File: src/rtl/i2c_stretch_slave.sv
module i2c_stretch_slave #(
  parameter logic [6:0] OWN_ADDR = 7'h2A
) (
  input  logic       clk,
  input  logic       rst_n,
  input  logic       scl_in,
  input  logic       sda_in,
  output logic       scl_pull,
  output logic       sda_pull,
  input  logic       wr_data,
  input  logic [7:0] wdata,
  input  logic       rel_cmd,
  input  logic       ack_en,
  input  logic       wait9,
  output logic [7:0] rx_byte,
  output logic       tx_mode,
  output logic       ack_seen,
  output logic       start_seen,
  output logic       stop_seen,
  output logic       irq
);

  logic       scl_m, scl_s, scl_q, sda_m, sda_s, sda_q;
  logic       active, addr_ph, txv, hold, hold_q, ackdrv;
  logic [3:0] rc, slot;
  logic [7:0] shreg, txsh;

  wire scl_rise  = scl_s & ~scl_q;
  wire scl_fall  = ~scl_s & scl_q;
  wire start_det = scl_s & scl_q & sda_q & ~sda_s;
  wire stop_det  = scl_s & scl_q & ~sda_q & sda_s;
  wire release_now = hold & (wr_data | rel_cmd);

  assign scl_pull = hold_q;
  assign sda_pull = ackdrv | (txv & tx_mode & ~txsh[7]);

  always_ff @(posedge clk or negedge rst_n) begin
    if (!rst_n) begin
      scl_m <= 1'b1; scl_s <= 1'b1; scl_q <= 1'b1;
      sda_m <= 1'b1; sda_s <= 1'b1; sda_q <= 1'b1;
      active <= 1'b0; addr_ph <= 1'b0; txv <= 1'b0;
      hold <= 1'b0; hold_q <= 1'b0; ackdrv <= 1'b0;
      rc <= 4'd0; slot <= 4'd0; shreg <= 8'd0; txsh <= 8'd0;
      rx_byte <= 8'd0; tx_mode <= 1'b0; ack_seen <= 1'b0;
      start_seen <= 1'b0; stop_seen <= 1'b0; irq <= 1'b0;
    end else begin
      scl_m <= scl_in; scl_s <= scl_m; scl_q <= scl_s;
      sda_m <= sda_in; sda_s <= sda_m; sda_q <= sda_s;
      irq <= 1'b0;
      hold_q <= hold;
      if (start_det) begin
        active <= 1'b1; addr_ph <= 1'b1; rc <= 4'd0; slot <= 4'd0;
        tx_mode <= 1'b0; txv <= 1'b0; hold <= 1'b0; ackdrv <= 1'b0;
        start_seen <= 1'b1; stop_seen <= 1'b0;
      end else if (stop_det) begin
        active <= 1'b0; tx_mode <= 1'b0; txv <= 1'b0; hold <= 1'b0;
        ackdrv <= 1'b0; stop_seen <= 1'b1; start_seen <= 1'b0; irq <= 1'b1;
      end else begin
        if (release_now) begin
          hold <= 1'b0;
          if (slot == 4'd8) ackdrv <= addr_ph | ack_en;
          else if (tx_mode) begin
            if (wr_data) begin
              txsh <= wdata;
              txv  <= 1'b1;
            end else begin
              tx_mode <= 1'b0;
            end
          end
        end
        if (active && scl_rise) begin
          if (rc < 4'd8) begin
            shreg <= {shreg[6:0], sda_s};
            rc    <= rc + 4'd1;
          end else if (rc == 4'd8) begin
            rc <= 4'd9;
            if (tx_mode && !addr_ph) ack_seen <= ~sda_s;
          end
        end
        if (active && scl_fall) begin
          slot <= (rc == 4'd9) ? 4'd0 : rc;
          if (tx_mode && rc >= 4'd1 && rc <= 4'd7) txsh <= {txsh[6:0], 1'b0};
          if (rc == 4'd8) begin
            txv <= 1'b0;
            if (addr_ph) begin
              if (shreg[7:1] == OWN_ADDR) begin
                tx_mode <= shreg[0];
                if (!shreg[0] && !wait9) begin
                  hold <= 1'b1;
                  irq  <= 1'b1;
                end else begin
                  ackdrv <= 1'b1;
                end
              end else begin
                active <= 1'b0;
              end
            end else if (!tx_mode) begin
              rx_byte <= shreg;
              if (!wait9) begin
                hold <= 1'b1;
                irq  <= 1'b1;
              end else begin
                ackdrv <= ack_en;
              end
            end
          end
          if (rc == 4'd9) begin
            rc <= 4'd0; ackdrv <= 1'b0; addr_ph <= 1'b0;
            if (tx_mode) begin
              if (addr_ph || ack_seen) begin
                hold <= 1'b1;
                irq  <= 1'b1;
              end else begin
                active <= 1'b0;
              end
            end else if (wait9) begin
              hold <= 1'b1;
              irq  <= 1'b1;
            end
          end
        end
      end
    end
  end


  irq_single_chk: assert property (@(posedge clk) disable iff (!rst_n)
    irq |=> !irq);


  stop_flags_chk: assert property (@(posedge clk) disable iff (!rst_n)
    stop_det |=> (stop_seen && !start_seen && irq && !tx_mode));


  hold_keep_chk: assert property (@(posedge clk) disable iff (!rst_n)
    (hold && scl_pull && !wr_data && !rel_cmd && !stop_det && !start_det) |=> scl_pull);


  hold_free_chk: assert property (@(posedge clk) disable iff (!rst_n)
    (hold && scl_pull && (wr_data || rel_cmd) && !start_det && !stop_det) |=> ##1 !scl_pull);


  rel_dir_chk: assert property (@(posedge clk) disable iff (!rst_n)
    (hold && tx_mode && slot == 4'd0 && rel_cmd && !wr_data && !start_det && !stop_det) |=> (!tx_mode && !sda_pull));


  both_dir_chk: assert property (@(posedge clk) disable iff (!rst_n)
    (hold && tx_mode && slot == 4'd0 && rel_cmd && wr_data && !start_det && !stop_det) |=> tx_mode);


  sda_low_chk: assert property (@(posedge clk) disable iff (!rst_n)
    !$stable(sda_pull) |-> !$past(scl_s));

endmodule

File: config.mk
export PLATFORM = sky130hd
export DESIGN_NAME = i2c_stretch_slave
export DESIGN_NICKNAME = d
export VERILOG_FILES = /design/src/rtl/i2c_stretch_slave.sv
export SDC_FILE = /design/constraint.sdc
export NUM_CORES = 1
export LEC_CHECK = 0
export ABC_AREA = 1
export CAP_MARGIN = 40
export CORE_ASPECT_RATIO = 0.9
export CORE_MARGIN = 10
export CORE_UTILIZATION = 25
export DETAILED_ROUTE_END_ITERATION = 10
export DONT_BUFFER_PORTS = 1
export GPL_TIMING_DRIVEN = 0
export SLEW_MARGIN = 20
export SYNTH_ARGS = -nofsm -noshare
export SYNTH_HDL_FRONTEND = slang
export SYNTH_SLANG_ARGS = --single-unit
File: constraint.sdc
create_clock -name clk -period 1.7 [get_ports clk]
set_input_delay 0.255 -clock clk [delete_from_list [all_inputs] [get_ports clk]]
set_output_delay 0.255 -clock clk [all_outputs]
set_load 0.005 [all_outputs]
==> impl_metrics.toml <==
[critical_path]
crit_path_end_kind = "flip-flop"
cp_slowest_cell = "dfrtp_2"
cpPeakStageDelay_ns = 0.46
worstSetupPathType = "flip-flop to flip-flop"
critPathLaunchType = "flip-flop"
crit_cells = 8
worst-path-buf-inv = 3
critPathTopFamily = "flip-flops"
cp_max_fo = 10
worstPathArrival_ns = 1.78
path_cells = "inv_2 -> ha_4 -> nand3_2 -> nor2_4 -> nand3_4 -> buf_4 -> o21ai_1 -> inv_1"
cp.required_ns = 1.91
worstRegToRegCells = 8

[detailed_routing]
totalWireLength_um = 5444
via_count = 1941
drt_drc_violations_left = 0
drt_iter0_drc = 148
drt-wirelength-per-cell_um = 12.66
ant_nets = 0
drt_pre_antenna_iters = 4
vias_per_cell = 4.514

[floorplan]
ios = 31
die_h_um = 112.8
die_area_mm2 = 0.01388
core-area_mm2 = 0.009208
num_rows = 33
dieWidth_um = 123.1
start_util = 0.2595

[worst_hold_path]
whs_path_depth = 2
hold_path_class = "input pin to flip-flop"

[place]
gp_congestion = 0.8187
port_buffers = 0
hpwl_um = 3919

[pwr]
ir_drop_uv = 367.3
p_leak_nw = 1.415
pwr_density_cell_mw_per_mm2 = 1124

[sta]
post-route-min-period_ns = 1.573
tightest_slew_ns = 0.3760
rsz0062_at_grt = "no"
final_hold_viol_count = 0
setup-violations-final = 0
post-route-period-util = 0.9253
slew_headroom = 0.7487
tns_ns = 0
report.final.slew_viol_count = 0
fin_skew_ns = 0.01602
max_freq_mhz = 635.7

[global_route]
gr-max-usage-layer = "met2"
grt_usage = 0.07982
grt_util_met2 = 0.1177
grt_pass1_vias = 1745
gr-total-overflow = 0
grt_use_met3 = 0.02286
grtUsageMet1 = 0.1078
grt_pass1_wl_um = 8956
grt_max_degree = 50
grt_antenna_before_repair = 0

[finish]
utilization = 0.3087
final_cell_mix = "nand2_1 (67), inv_1 (41), dfrtp_1 (41), nor2_1 (32), o21ai_0 (12)"
diodes = 0
final_common_cell = "nand2_1"
fillers = 940
area_growth_pct = 18.95
layout-drive-gt1-share = 0.1461
nets = 326

[synthesis]
synth-warning-count = 0
netlist_area_mm2 = 0.002390
synth_top_area_frac = 0.4503
syn_area_per_cell_um2 = 8.212
synth.area.top_cells = "dfrtp_1 (45%), nand2_1 (11%), inv_1 (6.9%)"
syn_inst = 291
yosysTopAreaCell = "dfrtp_1"
synth.distinct_cells = 29
synth_fp_nets = 310
synth-seq-cells = 49
synth-seq-area-share = 0.5162

[cts]
cts_tree = "done"
clkLatencyLatePin_ns = 0.31
htreeDepth = 2
cts_buffer_depth = 2
clkSinkCount = 49
cts_buffers = 5
cts.reportedPaths.clkPinSlew_ns = 0.10
cts_root_buffer = "clkbuf_8"

[run]
maxCapViolations = 0

[outcome]
status = "finished, final reports clean"
## power breakdown
group | internal [W] | switching [W] | leakage, nW
Combinational | 0.000279 | 0.000482 | 0.723
Clock | 0.000449 | 0.000425 | 0.0591
Sequential | 0.00137 | 0.000189 | 0.633
## repair_timing
item | 4_1_cts | 5_1_grt
pin swaps | 2 | 2
hold endpoints to repair | 51 | 0
setup buffers | 3 | 2
setup endpoints to repair | 19 | 20
resized for setup | 9 | 14
hold buffers | 4 | 0
## stage by stage
| step | hold slack, ns | worst slack (ns) | cell area [um2] | total power (W) | std cells |
|---|---|---|---|---|---|
| global placement | -0.03735 | -0.1543 | 2542 | 0.002151 | 413 |
| detailed placement | -0.03779 | -0.1705 | 2542 | 0.002173 | 413 |
| global route | 0.09477 | 0.008612 | 2843 | 0.003427 | 430 |
| floorplan | -0.04059 | 0.1388 | 2390 | 0.002002 | 291 |
| finish | 0.09031 | 0.1270 | 2843 | 0.003196 | 430 |
| CTS | 0.08154 | 0.002716 | 2773 | 0.003137 | 428 |
## cells in the mapped netlist
cell type and number:
inv_1 44, dfstp_2 6, nand4_1 6, xor2_1 1
a21oi_1 7, nand2_4 1, nand2_1 69, nand3b_1 8
a21boi_0 1, buf_2 2, clkbuf_1 1, o21ai_1 9
nand3_1 12, dfrtp_1 43, o22ai_1 1, nand3_4 1
inv_2 3, nand3_2 2, o21ai_0 12, nor3b_1 7
ha_1 3, buf_6 1, a31oi_1 1, nor3_1 11
nor2_1 33, a211oi_1 1, o31ai_1 2, nor2_2 2
nor3_4 1
## per-layer routing
layer / wire length, um / share of wire
met1: 2529 / 0.46
met2: 2521 / 0.46
met3: 312 / 0.057
met4: 80 / 0.015
met5: 0 / 0
## kinds of logic after synthesis
kind of cell	count (synthesis)	share of synthesized area
AND/OR/NAND/NOR	153	0.3037
buffers and inverters	51	0.08429
flip-flops	49	0.5162
AO/OA/AOI/OAI	34	0.07644
adder cells (fa/ha/maj)	3	0.01571
XOR/XNOR	1	0.003666
## worst reg2reg max path, stage by stage, from the launching register on
cell and delay (ns):
dfrtp_2 0.46, inv_2 0.09, ha_4 0.16, nand3_2 0.11
nor2_4 0.16, nand3_4 0.13, buf_4 0.20, o21ai_1 0.12
inv_1 0.05
## state kept, by name (all words and copies together) (netlist names), 4 cells and up
name	flops
rc	4
shreg	8
rx_byte	8
slot	4
txsh	8
## layout make-up
| cell class | instances | area [um2] | share of cell area |
|---|---|---|---|
| Buffer | 4 | 33.78 | 0.01188 |
| Clock buffer | 5 | 68.82 | 0.02421 |
| Clock inverter | 3 | 47.55 | 0.01673 |
| Inverter | 47 | 176.4 | 0.06206 |
| Multi-Input combinational cell | 191 | 1032 | 0.3631 |
| Sequential cell | 49 | 1236 | 0.4349 |
| Tap cell | 122 | 152.6 | 0.05370 |
| Timing Repair Buffer | 9 | 95.09 | 0.03345 |
## path summary, 6_finish.rpt
| kind | from | to | slack, ns |
|---|---|---|---|
| worst max-delay path | rc[0] | rx_byte[0] | 0.13 |
| worst min-delay path | wdata[0] | txsh[0] | 0.09 |
| worst max register to register | rc[0] | rx_byte[0] | 0.13 |
| worst min register to register | scl_m | scl_s | 0.36 |
| max in group asynchronous | rst_n | scl_q | 1.00 |
| min in group asynchronous | rst_n | shreg[5] | 0.44 |
Note: power is estimated with default switching activity, not from simulation.
